===== src/rtl/rx_sg_pkg.sv =====
package rx_sg_pkg;

    typedef enum logic [3:0] {
        ST_IDLE,
        ST_RD_NXT,
        ST_RD_BUF,
        ST_RD_CTL,
        ST_RD_STS,
        ST_DATA,
        ST_WR_BYTE,
        ST_WB_APP,
        ST_WB_STS,
        ST_ADV,
        ST_HALTED
    } sg_state_e;

    // status word bit positions
    localparam int STAT_DONE_BIT = 31;
    localparam int STAT_SOF_BIT  = 27;
    localparam int STAT_EOF_BIT  = 26;

    // descriptor field byte offsets
    localparam int OFS_NEXT = 0;
    localparam int OFS_BUF  = 4;
    localparam int OFS_CTRL = 8;
    localparam int OFS_STAT = 12;
    localparam int OFS_APP  = 16;

endpackage


===== src/rtl/rx_app_capture.sv =====
module rx_app_capture #(
    parameter int NW = 5
) (
    input  logic              clk,
    input  logic              rst_n,
    input  logic              c_valid,
    input  logic [31:0]       c_data,
    input  logic              c_last,
    output logic [NW*32-1:0]  app_words,
    output logic              ctrl_err
);
    localparam int CW = $clog2(NW + 1);

    logic [CW-1:0] word_cnt;
    logic          len_ok;

    assign len_ok = (word_cnt == CW'(NW - 1));

    always_ff @(posedge clk or negedge rst_n) begin
        if (!rst_n) begin
            word_cnt <= '0;
            ctrl_err <= 1'b0;
        end else begin
            ctrl_err <= c_valid && c_last && !len_ok;
            if (c_valid) begin
                if (c_last)
                    word_cnt <= '0;
                else if (word_cnt != CW'(NW))
                    word_cnt <= word_cnt + 1'b1;
            end
        end
    end

    for (genvar g = 0; g < NW; g++) begin : g_word
        logic [31:0] shadow;
        always_ff @(posedge clk or negedge rst_n) begin
            if (!rst_n) begin
                shadow                <= '0;
                app_words[g*32 +: 32] <= '0;
            end else if (c_valid) begin
                if (word_cnt == CW'(g))
                    shadow <= c_data;
                if (c_last && len_ok)
                    app_words[g*32 +: 32] <= (g == NW - 1) ? c_data : shadow;
            end
        end
    end

endmodule


===== src/rtl/rx_sg_fsm.sv =====
module rx_sg_fsm
    import rx_sg_pkg::*;
#(
    parameter int AW = 16,
    parameter int LW = 23,
    parameter int NW = 5
) (
    input  logic              clk,
    input  logic              rst_n,
    input  logic              run,
    input  logic              idle_in,
    input  logic [AW-1:0]     cur_desc,
    input  logic [AW-1:0]     tail_desc,
    output logic              halt_set,
    output logic              idle_set,
    output logic              desc_adv,
    output logic [AW-1:0]     desc_next,
    output logic              done_pulse,
    input  logic              s_valid,
    input  logic [7:0]        s_data,
    input  logic              s_last,
    output logic              s_ready,
    input  logic [NW*32-1:0]  app_words,
    output logic              mem_req,
    output logic              mem_we,
    output logic [AW-1:0]     mem_addr,
    output logic [3:0]        mem_be,
    output logic [31:0]       mem_wdata,
    input  logic              mem_ack,
    input  logic [31:0]       mem_rdata
);
    localparam int IW = $clog2(NW + 1);

    sg_state_e     state, state_nx;
    logic [AW-1:0] dsc_addr, nxt_addr, buf_addr;
    logic [LW-1:0] len_cap, cnt, cnt_inc;
    logic [7:0]    byte_q;
    logic          last_q, sof_pend, eof_hit, gate, take;
    logic [IW-1:0] app_idx;
    logic [31:0]   stat_word;

    assign gate    = run && !idle_in;
    assign take    = (state == ST_DATA) && gate && s_valid;
    assign cnt_inc = cnt + 1'b1;

    always_comb begin
        stat_word                = '0;
        stat_word[STAT_DONE_BIT] = 1'b1;
        stat_word[STAT_SOF_BIT]  = sof_pend;
        stat_word[STAT_EOF_BIT]  = eof_hit;
        stat_word[LW-1:0]        = cnt;
    end

    // next-state logic
    always_comb begin
        state_nx = state;
        unique case (state)
            ST_IDLE:    if (gate && s_valid) state_nx = ST_RD_NXT;
            ST_RD_NXT:  if (mem_ack) state_nx = ST_RD_BUF;
            ST_RD_BUF:  if (mem_ack) state_nx = ST_RD_CTL;
            ST_RD_CTL:  if (mem_ack) state_nx = ST_RD_STS;
            ST_RD_STS:  if (mem_ack) begin
                            if (mem_rdata[STAT_DONE_BIT]) state_nx = ST_HALTED;
                            else if (len_cap == '0)       state_nx = ST_WB_STS;
                            else                          state_nx = ST_DATA;
                        end
            ST_DATA:    if (take) state_nx = ST_WR_BYTE;
            ST_WR_BYTE: if (mem_ack) begin
                            if (last_q)                state_nx = ST_WB_APP;
                            else if (cnt_inc == len_cap) state_nx = ST_WB_STS;
                            else                       state_nx = ST_DATA;
                        end
            ST_WB_APP:  if (mem_ack && app_idx == IW'(NW - 1)) state_nx = ST_WB_STS;
            ST_WB_STS:  if (mem_ack) state_nx = ST_ADV;
            ST_ADV:     if (dsc_addr == tail_desc || eof_hit) state_nx = ST_IDLE;
                        else                                  state_nx = ST_RD_NXT;
            ST_HALTED:  if (!run) state_nx = ST_IDLE;
            default:    state_nx = ST_IDLE;
        endcase
    end

    // state register
    always_ff @(posedge clk or negedge rst_n) begin
        if (!rst_n) state <= ST_IDLE;
        else        state <= state_nx;
    end

    // datapath registers
    always_ff @(posedge clk or negedge rst_n) begin
        if (!rst_n) begin
            dsc_addr <= '0;
            nxt_addr <= '0;
            buf_addr <= '0;
            len_cap  <= '0;
            cnt      <= '0;
            byte_q   <= '0;
            last_q   <= 1'b0;
            sof_pend <= 1'b1;
            eof_hit  <= 1'b0;
            app_idx  <= '0;
        end else begin
            if (state == ST_IDLE && state_nx == ST_RD_NXT) dsc_addr <= cur_desc;
            if (state == ST_ADV && state_nx == ST_RD_NXT)  dsc_addr <= nxt_addr;
            if (mem_ack) begin
                unique case (state)
                    ST_RD_NXT:  nxt_addr <= mem_rdata[AW-1:0];
                    ST_RD_BUF:  buf_addr <= mem_rdata[AW-1:0];
                    ST_RD_CTL:  len_cap  <= mem_rdata[LW-1:0];
                    ST_RD_STS:  begin cnt <= '0; eof_hit <= 1'b0; end
                    ST_WR_BYTE: begin
                                    cnt     <= cnt_inc;
                                    eof_hit <= last_q;
                                    app_idx <= '0;
                                end
                    ST_WB_APP:  app_idx  <= app_idx + 1'b1;
                    ST_WB_STS:  sof_pend <= eof_hit;
                    default:    ;
                endcase
            end
            if (take) begin
                byte_q <= s_data;
                last_q <= s_last;
            end
        end
    end

    // outputs
    always_comb begin
        mem_req    = 1'b0;
        mem_we     = 1'b0;
        mem_addr   = dsc_addr;
        mem_be     = 4'b1111;
        mem_wdata  = '0;
        s_ready    = 1'b0;
        desc_adv   = 1'b0;
        idle_set   = 1'b0;
        done_pulse = 1'b0;
        halt_set   = (state == ST_RD_STS) && mem_ack && mem_rdata[STAT_DONE_BIT];
        desc_next  = nxt_addr;
        unique case (state)
            ST_RD_NXT:  begin mem_req = 1'b1; mem_addr = dsc_addr + AW'(OFS_NEXT); end
            ST_RD_BUF:  begin mem_req = 1'b1; mem_addr = dsc_addr + AW'(OFS_BUF);  end
            ST_RD_CTL:  begin mem_req = 1'b1; mem_addr = dsc_addr + AW'(OFS_CTRL); end
            ST_RD_STS:  begin mem_req = 1'b1; mem_addr = dsc_addr + AW'(OFS_STAT); end
            ST_DATA:    s_ready = gate;
            ST_WR_BYTE: begin
                            mem_req   = 1'b1;
                            mem_we    = 1'b1;
                            mem_be    = 4'b0001;
                            mem_addr  = buf_addr + AW'(cnt);
                            mem_wdata = {24'd0, byte_q};
                        end
            ST_WB_APP:  begin
                            mem_req   = 1'b1;
                            mem_we    = 1'b1;
                            mem_addr  = dsc_addr + AW'(OFS_APP) + AW'({app_idx, 2'b00});
                            mem_wdata = app_words[int'(app_idx)*32 +: 32];
                        end
            ST_WB_STS:  begin
                            mem_req   = 1'b1;
                            mem_we    = 1'b1;
                            mem_addr  = dsc_addr + AW'(OFS_STAT);
                            mem_wdata = stat_word;
                        end
            ST_ADV:     begin
                            desc_adv   = 1'b1;
                            idle_set   = (dsc_addr == tail_desc);
                            done_pulse = eof_hit;
                        end
            default:    ;
        endcase
    end

endmodule


===== src/rtl/rx_sg_writer.sv =====
module rx_sg_writer #(
    parameter int AW = 16,
    parameter int LW = 23,
    parameter int NW = 5
) (
    input  logic          clk,
    input  logic          rst_n,
    input  logic          run,
    input  logic          idle_in,
    input  logic [AW-1:0] cur_desc,
    input  logic [AW-1:0] tail_desc,
    output logic          halt_set,
    output logic          idle_set,
    output logic          desc_adv,
    output logic [AW-1:0] desc_next,
    output logic          done_pulse,
    input  logic          s_valid,
    input  logic [7:0]    s_data,
    input  logic          s_last,
    output logic          s_ready,
    input  logic          c_valid,
    input  logic [31:0]   c_data,
    input  logic          c_last,
    output logic          c_ready,
    output logic          ctrl_err,
    output logic          mem_req,
    output logic          mem_we,
    output logic [AW-1:0] mem_addr,
    output logic [3:0]    mem_be,
    output logic [31:0]   mem_wdata,
    input  logic          mem_ack,
    input  logic [31:0]   mem_rdata
);
    logic [NW*32-1:0] app_words;

    assign c_ready = 1'b1;

    rx_app_capture #(.NW(NW)) u_cap (
        .clk       (clk),
        .rst_n     (rst_n),
        .c_valid   (c_valid),
        .c_data    (c_data),
        .c_last    (c_last),
        .app_words (app_words),
        .ctrl_err  (ctrl_err)
    );

    rx_sg_fsm #(.AW(AW), .LW(LW), .NW(NW)) u_fsm (
        .clk        (clk),
        .rst_n      (rst_n),
        .run        (run),
        .idle_in    (idle_in),
        .cur_desc   (cur_desc),
        .tail_desc  (tail_desc),
        .halt_set   (halt_set),
        .idle_set   (idle_set),
        .desc_adv   (desc_adv),
        .desc_next  (desc_next),
        .done_pulse (done_pulse),
        .s_valid    (s_valid),
        .s_data     (s_data),
        .s_last     (s_last),
        .s_ready    (s_ready),
        .app_words  (app_words),
        .mem_req    (mem_req),
        .mem_we     (mem_we),
        .mem_addr   (mem_addr),
        .mem_be     (mem_be),
        .mem_wdata  (mem_wdata),
        .mem_ack    (mem_ack),
        .mem_rdata  (mem_rdata)
    );

endmodule


===== config.mk =====
export PLATFORM = sky130hd
export DESIGN_NAME = rx_sg_writer
export DESIGN_NICKNAME = d
export VERILOG_FILES = /design/src/rtl/rx_sg_pkg.sv /design/src/rtl/rx_app_capture.sv /design/src/rtl/rx_sg_fsm.sv /design/src/rtl/rx_sg_writer.sv
export SDC_FILE = /design/constraint.sdc
export NUM_CORES = 1
export LEC_CHECK = 0
export ABC_CLOCK_PERIOD_IN_PS = 3300
export BUFFER_PORTS_ARGS = -buffer_cell sky130_fd_sc_hd__buf_2
export CORE_MARGIN = 2
export CORE_UTILIZATION = 40
export DETAILED_ROUTE_END_ITERATION = 16
export PLACE_DENSITY = 0.65
export RECOVER_POWER = 100
export SYNTH_ARGS = -nofsm -noshare
export SYNTH_HDL_FRONTEND = slang
export SYNTH_SLANG_ARGS = --single-unit

===== constraint.sdc =====
create_clock -name clk -period 3.3 [get_ports clk]
set_input_delay 0.165 -clock clk [delete_from_list [all_inputs] [get_ports clk]]
set_output_delay 0.165 -clock clk [all_outputs]
set_load 0.1 [all_outputs]

== Word level (Yosys, flattened, before mapping) ==
Cells that the tools add are included.
Word-level totals
  register bits after elaboration: 404
  latch bits: 0
  bits in writable memories: 0
  memory bits (read-only): 0
  input bits: 113
  output and inout port bits: 77
  logic and storage cells: 120
  memories: 0
Cells by class
  $add $sub $neg: 9
  multipliers: 0
  divide/modulo/power cells: 0
  order comparisons: 0
  equal/unequal tests: 19
  shifts and indexed selects: 1
  multiplexer cells: 32
  bitwise operators: 0
  reductions and logical operators: 37
Operator list (number)
  $shiftx 160x9->32: 1
  $pmux 32 s3: 1
  $pmux 16 s5: 1
  $mux 4: 15
  $pmux 23 s2: 1
  $pmux 4 s11: 1
  $add 16x4->16 const B: 2
  $mux 16: 2
  $reduce_and 2->1: 12
  $add 23x1->23 const B: 1
  $eq 23x23->1: 1
  $logic_not 23->1: 1
  $add 16x16->16: 1
  $add 16x3->16 const B: 1
  $add 16x5->16: 1
  $add 16x5->16 const B: 1
  $eq 16x16->1: 1
  $eq 4x3->1 const B: 4
  $eq 4x4->1 const B: 3
  $logic_and 1x1->1: 12
  $eq 4x1->1 const B: 2
  $eq 4x2->1 const B: 2
  $reduce_bool 2->1: 4
  $mux 1: 7
  other kinds (15): 20

== Longest topological paths before layout ==
Gate-level depths: netlist of run 1.
  depth in word-level cells: 10
  gate-level depth with buffers: 13
  mapped depth without buffers: 11

== Modules after synthesis ==
From an unflattened synthesis of run 1, not the netlist that was laid out.
Second synthesis, totals
  cell total of the unflattened synthesis: 1618
  area, all modules: 20369.5 µm²
Modules (own cells, without submodules)
  rx_app_capture: times used 1, cells an instance 636, area each 11348.4 µm², seq. area each 7307.0 µm²
  rx_sg_fsm: times used 1, cells an instance 980, area each 9009.9 µm², seq. area each 2803.9 µm²
  rx_sg_writer: times used 1, cells an instance 2, area each 11.3 µm², seq. area each 0.0 µm²

== Worst setup path before layout of run 1 ==
OpenSTA, ideal clock, no wires.
  path kind: flip-flop to output port
  from: register u_fsm.state[1]
  to: output port mem_addr[8]
  arrival: 5558 ps
  required time: 3135 ps
  slack: -2423 ps
  stages on the path, launching flop included: 12
  path buffers: 2
  cell sequence: dfrtp_1 > clkbuf_1 > clkbuf_1 > nor2_1 > o21a_1 > inv_1 > fa_1 > inv_1 > nand3_1 > o22ai_1 > nor2_1 > o311ai_0
Between the ends
  longest elaborated chain between the ends: 3
  elaborated cells between the ends (all ways): 8
  those cells by class: 6 x eq/ne; 1 x mux; 1 x reduce/logical
Ends and longest elaborated chain
  start, declared: line rx_sg_fsm.sv:34  | sg_state_e state, state_nx;
  start signal, assigned: line rx_sg_fsm.sv:85  | else state <= state_nx;
  $eq 4x4->1 / $eq 4x3->1 (equally long branches): line rx_sg_fsm.sv:140  | unique case (state)
  $reduce_or 2->1 (no line)
  $pmux 16 s5 (*): line rx_sg_fsm.sv:140
  end, declared: line rx_sg_writer.sv:28  | output logic [AW-1:0] mem_addr,
Mark *: on every way between the ends. The rest lies on a longest branch, timed or not.

== Final worst setup path of run 1 ==
  from: register u_fsm.state[2]
  to: output port mem_addr[10]
The elaborated chain is that of the path after synthesis.

==> results of run 1 <==
-- how the worst max path moves through the flow --
stage                                            start            to  slack, ns  cells past startpoint
after floorplan               u_fsm.state[1]$_DFF_PN0_      halt_set      -0.55                      3
after global placement    u_fsm.app_idx[1]$_DFFE_PN0P_   mem_addr[7]       0.22                     10
after detailed placement  u_fsm.app_idx[1]$_DFFE_PN0P_   mem_addr[7]       0.16                     10
after CTS                     u_fsm.cnt[0]$_DFFE_PN0P_  mem_addr[14]      0.003                     10
after global routing          u_fsm.state[2]$_DFF_PN0_  mem_addr[10]      -0.09                     12
final                         u_fsm.state[2]$_DFF_PN0_  mem_addr[10]       0.03                     12
-- stage by stage --
step | cells | TNS (ns) | hold WS [ns] | area (µm²)
4_1_cts | 2631 | 0 | 0.0631 | 25200
2_1_floorplan | 1663 | -0.896 | -0.131 | 20100
3_3_place_gp | 2459 | 0 | 0.193 | 22600
5_1_grt | 2638 | -0.951 | 0.125 | 24800
3_5_place_dp | 2459 | 0 | 0.188 | 22600
6_report | 2639 | 0 | 0.0975 | 24800
-- flip-flops by register name (all words and copies together), names as in the netlist --
name	count
u_cap.app_words	160
u_cap.g_word.shadow	128
u_fsm.cnt	23
u_fsm.len_cap	23
u_fsm.buf_addr	16
u_fsm.desc_next	16
u_fsm.dsc_addr	16
u_fsm.byte_q	8
u_fsm.state	4
u_cap.word_cnt	3
u_fsm.app_idx	3
u_cap.ctrl_err	1
u_fsm.eof_hit	1
u_fsm.last_q	1
u_fsm.sof_pend	1
-- layer usage --
metal | routed length, µm | track usage (%)
met2 | 26700 | 36.0
met3 | 2590 | 3.12
met5 | 0 | 0
met4 | 1870 | 8.33
met1 | 23300 | 27.8
-- placed cells by master (no fill, tap or decap), drive strengths merged, types with 7 or more instances in the layout --
| cell type | netlist | layout |
|---|---|---|
| dfrtp | 403 | 403 |
| a21o | 10 | 10 |
| mux4 | 32 | 32 |
| nor4 | 12 | 12 |
| or3 | 7 | 7 |
| ha | 31 | 31 |
| o22ai | 10 | 10 |
| buf | 38 | 187 |
| xor2 | 34 | 34 |
| clkinv | 3 | 15 |
| mux2 | 337 | 337 |
| nand3 | 31 | 31 |
| a21oi | 41 | 41 |
| inv | 26 | 28 |
| and3 | 16 | 16 |
| o2bb2ai | 16 | 16 |
| nor2 | 75 | 75 |
| o21ai | 84 | 84 |
| nand2b | 11 | 11 |
| mux2i | 17 | 17 |
| a211oi | 9 | 9 |
| a22oi | 45 | 45 |
| xnor2 | 26 | 26 |
| nand2 | 119 | 119 |
| a31oi | 12 | 12 |
| clkbuf | 74 | 131 |
| dlygate4sd3 | 0 | 85 |
| o31ai | 9 | 9 |
| nand4 | 17 | 17 |
| nor3 | 24 | 24 |
| nor2b | 8 | 8 |
| a22o | 8 | 8 |
-- worst max-delay path: stages, from the launching register on --
cell and delay [ns]:
dfrtp_2 0.44, nor2b_1 0.16, o21a_1 0.18, inv_1 0.08, fa_1 0.42, inv_1 0.13
nand3_2 0.16, nor2_1 0.15, o22ai_1 0.09, o221ai_1 0.23, a21oi_1 0.09, a21oi_2 0.21
buf_12 0.20
-- cell type report --
| class | instances | share of cell area, % |
|---|---|---|
| clock buffer | 62 | 5.15 |
| clock inverter | 19 | 1.10 |
| timing repair buffer | 341 | 10.6 |
| inverter | 29 | 0.438 |
| sequential | 404 | 40.7 |
| tap | 664 | 3.34 |
| multi-input combinational | 1118 | 38.6 |
| antenna | 2 | 0.0201 |
-- power by group --
part           total (W)  internal, W  switching, W
clock network    0.00519      0.00306       0.00213
registers        0.00840      0.00705       0.00135
logic             0.0101      0.00414       0.00599
-- cell families after synthesis --
logic type               Yosys count  share of synthesized area (%)
multiplexers                     386                           23.5
AND/OR/NAND/NOR                  347                           8.45
XOR/XNOR                          60                           2.64
buffers and inverters            141                           2.87
AO/OA/AOI/OAI                    289                           9.57
adder cells (fa/ha/maj)           34                           2.25
flip-flops                       404                           50.7
other                              1                         0.0188
-- what timing repair did --
item / in CTS / in global routing
setup buffers: 6 / 6
hold endpoints to repair: 317 / 0
pin swaps: 6 / 14
hold buffers: 85 / 0
gates resized for setup: 33 / 36
setup endpoints to repair: 11 / 12
==> flow_summary.toml, run 1 <==
[critical_path]
reg2reg_from = "u_fsm.state[1]$_DFF_PN0_"
end_kind = "output port"
crit_fanout = 6
required_ns = 3.13
crit_type = "flop to output port"
crit_arrival_ns = 3.11
cp-start-kind = "flop"
reg2reg_to = "u_fsm.dsc_addr[15]$_DFFE_PN0P_"
r2r_slack_ns = 0.10
rr_worst_depth = 10

[logic_synthesis]
synthFlopType = "dfrtp_1"
synth_area_leaders = "dfrtp_1 (51%), mux2_2 (19%), mux4_2 (3.6%), nand2_1 (2.2%), o21ai_0 (2.1%)"
yosysWarnings = 0
post-synth-top-area-cell = "dfrtp_1"
synth.top_cell.area_share_pct = 50.6
syn_inst = 1662
synth-seq-cells = 404
yosysMostFrequentCell = "dfrtp_1"
ys_types = 71
syn_area_um2 = 19900
ys_async_sr_fraction_pct = 100
synth_common_cells = "dfrtp_1 (403), mux2_2 (337), nand2_1 (119), o21ai_0 (84), nor2_1 (75)"
ys_seq_area_share_pct = 50.7
syn_area_per_cell_um2 = 12.0
synth-edff-count = 0

[clocking]
htree_levels = 2
clockRootBuffer = "clkbuf_16"
path_clk_slew_ns = 0.06
clk_latency_ns = 0.60
cts_tree = "done"
cts_made_buffers = 45
cts.path.max_buffers = 3
clock_sinks = 404

[global_routing]
grt_first_pass_wirelength_mm = 85.4
overflow = 0
antenna_found_initial = 2
grt_pass1_vias = 14963
grt_util_all_layers_pct = 21.4
grt_max_degree = 109

[flow_run]
maxCapViolCount = 2

[hold_path]
worstHoldPathCells = 4
worstHoldStart = "run"
hold_end = "u_fsm.state[1]$_DFF_PN0_"
hp-class = "primary input to flop"

[floorplanning]
initial_core_util_pct = 40.6
rows = 81
dieArea_um2 = 51600
core_area_um2 = 49100
ios = 190
die_w_um = 227
die_h_um = 227

[sta]
period_share_pct = 99.1
rsz0062_at_grt = "yes"
slew_viol_final = 92
finalSetupViolCount = 0
finClkSkew_ns = 0.0321
finalHoldViolations = 0
finalWorstSetupSlack_ns = 0.0292
min_period_ns = 3.27
maxSlewHeadroom_pct = -33.4
tightest_slew_ns = 2.00
fmax_mhz = 306

[detailed_routing]
detail-route-antenna-nets = 0
viasPerCell = 5.57
wl_per_cell_um = 20.6
drtIter0Drc = 1123
dr.pass1.iters = 6
totalWireLength_mm = 54.5
vias = 14692
drc = 0

[final_layout]
postLayoutCoreUtil_pct = 50.7
seq_area_um2 = 10100
fill_cells = 4366
syn2layout_area_growth_pct = 24.6
layout.nets = 2086
multi_input_area_um2 = 9590
drive_gt1_share_pct = 37.3

[power_and_ir_drop]
finalPower_w = 0.0237
power_density_nw_per_um2 = 955
ir_drop_v = 0.000502
cellLeakagePower_nw = 11.2

[run_status]
violations = "capacitance limit, slew limit"
status = "complete, but fails checks"

[placement]
post-place-ws_ns = 0.160
io_buffers = 179
dp_hpwl_mm = 36.7
routabilityCongestion = 0.964
(Power assumes the default switching activity.)
==> run 2: changes to the inputs <==
- PLACE_DENSITY: 0.65 -> 0.64
- SYNTH_HIERARCHICAL: default -> 1
==> flow_summary.toml, run 2 <==
[global_routing]
grt_first_pass_wirelength_mm = 87.7
grt_util_all_layers_pct = 21.2
overflow = 0
grt_max_degree = 116
grt_pass1_vias = 15015
antenna_found_initial = 7

[sta]
finClkSkew_ns = 0.0277
slew_viol_final = 116
min_period_ns = 3.42
finalHoldViolations = 0
finalSetupViolCount = 9
finalWorstSetupSlack_ns = -0.123
maxSlewHeadroom_pct = -10.6
rsz0062_at_grt = "yes"
tightest_slew_ns = 1.66
period_share_pct = 104
fmax_mhz = 292

[logic_synthesis]
synthSimpleGateAreaFrac_pct = 6.87
yosysWarnings = 6
yosysMostFrequentCell = "dfrtp_1"
synth_area_leaders = "dfrtp_1 (50%), mux2_2 (14%), mux2_4 (7.4%), mux4_2 (3.5%), ha_1 (1.9%)"
synthFlopType = "dfrtp_1"
yosys.area_share.adder_pct = 2.20
synth_nets = 1765
synth_top_family_by_area = "multiplexers"
synth_compound_area_share_pct = 9.26
syn_inst = 1618
ys_async_sr_fraction_pct = 100
synth_common_cells = "dfrtp_1 (403), mux2_2 (251), mux2_4 (100), nand2_1 (78), nor2_1 (76)"
syn_area_per_cell_um2 = 12.6
ys_seq_area_share_pct = 49.6
synth-edff-count = 0
syn_area_um2 = 20400
muxShareOfSynthArea_pct = 25.8
synth-seq-cells = 404
synth.top_cell.area_share_pct = 49.5
post-synth-top-area-cell = "dfrtp_1"
ys_types = 74
synth_xor_area_share_pct = 2.86

[power_and_ir_drop]
p_comb_share_pct = 40.3
power.internal_w = 0.0142
seqPwrFrac_pct = 37.1
clkPwrFrac_pct = 22.6
power_density_nw_per_um2 = 913
p_switching_w = 0.00869
finalPower_w = 0.0228
p_sw_share_pct = 38.0
cellLeakagePower_nw = 11.4
ir_drop_v = 0.000403

[critical_path]
crit_type = "flop to output port"
required_ns = 3.13
end_kind = "output port"
cp-start-kind = "flop"
crit_arrival_ns = 3.26
path_buf_inv = 3
cp_top_family = "buffers and inverters"
path_cells = "buf_4 -> nor2b_1 -> nand2_1 -> buf_4 -> o2bb2ai_1 -> buf_12"
crit_fanout = 33
crit_path_frequent_cell = "buf_4"
slowest_stage = "o2bb2ai_1"
cpPeakStageDelay_ns = 0.58

[clocking]
cts.path.max_buffers = 3
clk_latency_ns = 0.59
cts_made_buffers = 45
clock_sinks = 404
htree_levels = 2
clockRootBuffer = "clkbuf_16"
cts_tree = "done"
path_clk_slew_ns = 0.06

[final_layout]
layout.nets = 2040
regMostFlops = "u_cap/app_words"
layout_commonest_cell = "dfrtp_1"
drive_gt1_share_pct = 36.1
fin_area_um2 = 25000
syn2layout_area_growth_pct = 22.8
largest_reg_flops = 160
postLayoutCoreUtil_pct = 49.9
top_regs = "u_cap/app_words (160), u_cap/g_word.shadow (128)"
layout_common_cells = "dfrtp_1 (401), mux2_2 (251), buf_2 (105)"

[detailed_routing]
drtIter0Drc = 1257
dr.pass1.iters = 5
wl_per_cell_um = 21.4
vias = 14482
drc = 0
totalWireLength_mm = 55.7
detail-route-antenna-nets = 0
viasPerCell = 5.56

[run_status]
status = "complete, but fails checks"
violations = "capacitance limit, slew limit, setup timing"

[flow_run]
maxCapViolCount = 1

[floorplanning]
die_w_um = 230
core_area_um2 = 50200
initial_core_util_pct = 40.6
dieArea_um2 = 52700
die_h_um = 230
rows = 82
ios = 190

[placement]
post-place-ws_ns = 0.158
routabilityCongestion = 0.911
io_buffers = 179
dpl_cell_area_um2 = 22900
dp_hpwl_mm = 37.2

[hold_path]
hp-class = "primary input to flop"
## run 2: cell types whose count changed in the layout (fill, tap and decap cells not counted), sizes merged, moves of 5 or more
cell,change
or3,-5
xnor2,+8
a21oi,+9
a22o,-6
o31ai,+11
and4,-5
nand2,-41
o21ai,-16
nand2b,-8
clkinv,-5
inv,+6
mux2,+14
a211oi,-5
## run 2: per-stage QoR
step,hold WS [ns],std cells,TNS [ns]
2_1_floorplan,-0.131,1618,-0.174
4_1_cts,0.0297,2597,-0.204
3_3_place_gp,0.333,2427,0
5_1_grt,0.0961,2603,-10.72
3_5_place_dp,0.343,2427,0
6_report,0.0748,2603,-0.397
## run 2: cells by family after synthesis
| group | count (synthesis) |
|---|---|
| adders and majority gates | 34 |
| muxes | 403 |
| other | 2 |
| buffers and inverters | 141 |
| DFF | 404 |
| and+or+nand+nor | 287 |
| AOI/OAI and AO/OA | 282 |
| xor gates and xnor gates | 65 |
## run 2: path summary, 6_finish.rpt
kind / start / endpoint / slack, ns / cells past startpoint
min in group asynchronous: rst_n / u_cap/app_words[119]$_DFFE_PN0P_ / 0.58 / 2
worst min-delay path: run / u_fsm/state[1]$_DFF_PN0_ / 0.07 / 4
worst max register to register: u_fsm/cnt[6]$_DFFE_PN0P_ / u_fsm/state[2]$_DFF_PN0_ / 0.02 / 7
worst max-delay path: u_fsm/state[2]$_DFF_PN0_ / mem_wdata[10] / -0.12 / 6
max in group asynchronous: rst_n / u_cap/app_words[0]$_DFFE_PN0P_ / 0.70 / 3
worst min register to register: u_cap/g_word[1].shadow[21]$_DFFE_PN0P_ / u_cap/app_words[53]$_DFFE_PN0P_ / 0.48 / 1
## run 2: layout make-up
| class | instances | area (µm²) |
|---|---|---|
| flip-flops and latches | 404 | 10100 |
| inverters | 34 | 129 |
| diodes | 2 | 5.00 |
| clock buffers | 68 | 1310 |
| multi-input cells | 1073 | 9720 |
| well taps | 672 | 841 |
| fillers | 4385 | 25200 |
| repair buffers | 335 | 2670 |
| clock inverters | 15 | 233 |
## run 2: per-layer routing
layer	track usage, %	wire length [µm]	vias to the layer above
met3	4.02	3530	108
met2	33.2	25600	502
met1	29.7	25000	7374
met5	0	55	-
met4	7.10	1510	10
li1	-	-	6488
## run 2: what timing repair did
| item | CTS | global route |
|---|---|---|
| hold buffers | 84 | 0 |
| buffers inserted | 3 | 4 |
| pin swaps | 12 | 18 |
| endpoints found under the setup margin | 13 | 19 |
| endpoints found under the hold margin | 351 | 0 |
| gates resized for setup | 22 | 24 |
## run 2: worst reg2reg max path: cells and delay by family, from the launching register on
| family | cells | cell delay [ns] |
|---|---|---|
| and+or+nand+nor | 4 | 1.38 |
| AOI/OAI and AO/OA | 3 | 1.18 |
| DFF | 1 | 0.59 |
## run 2: power groups by stage
stage                     clock (W)  combinational (W)  sequential (W)
after floorplan                   0            0.00636         0.00875
after global placement            0            0.00898         0.00841
after detailed placement          0            0.00917         0.00854
after CTS                   0.00528            0.00937         0.00848
after global routing        0.00549            0.00980         0.00875
final                       0.00517            0.00920         0.00847
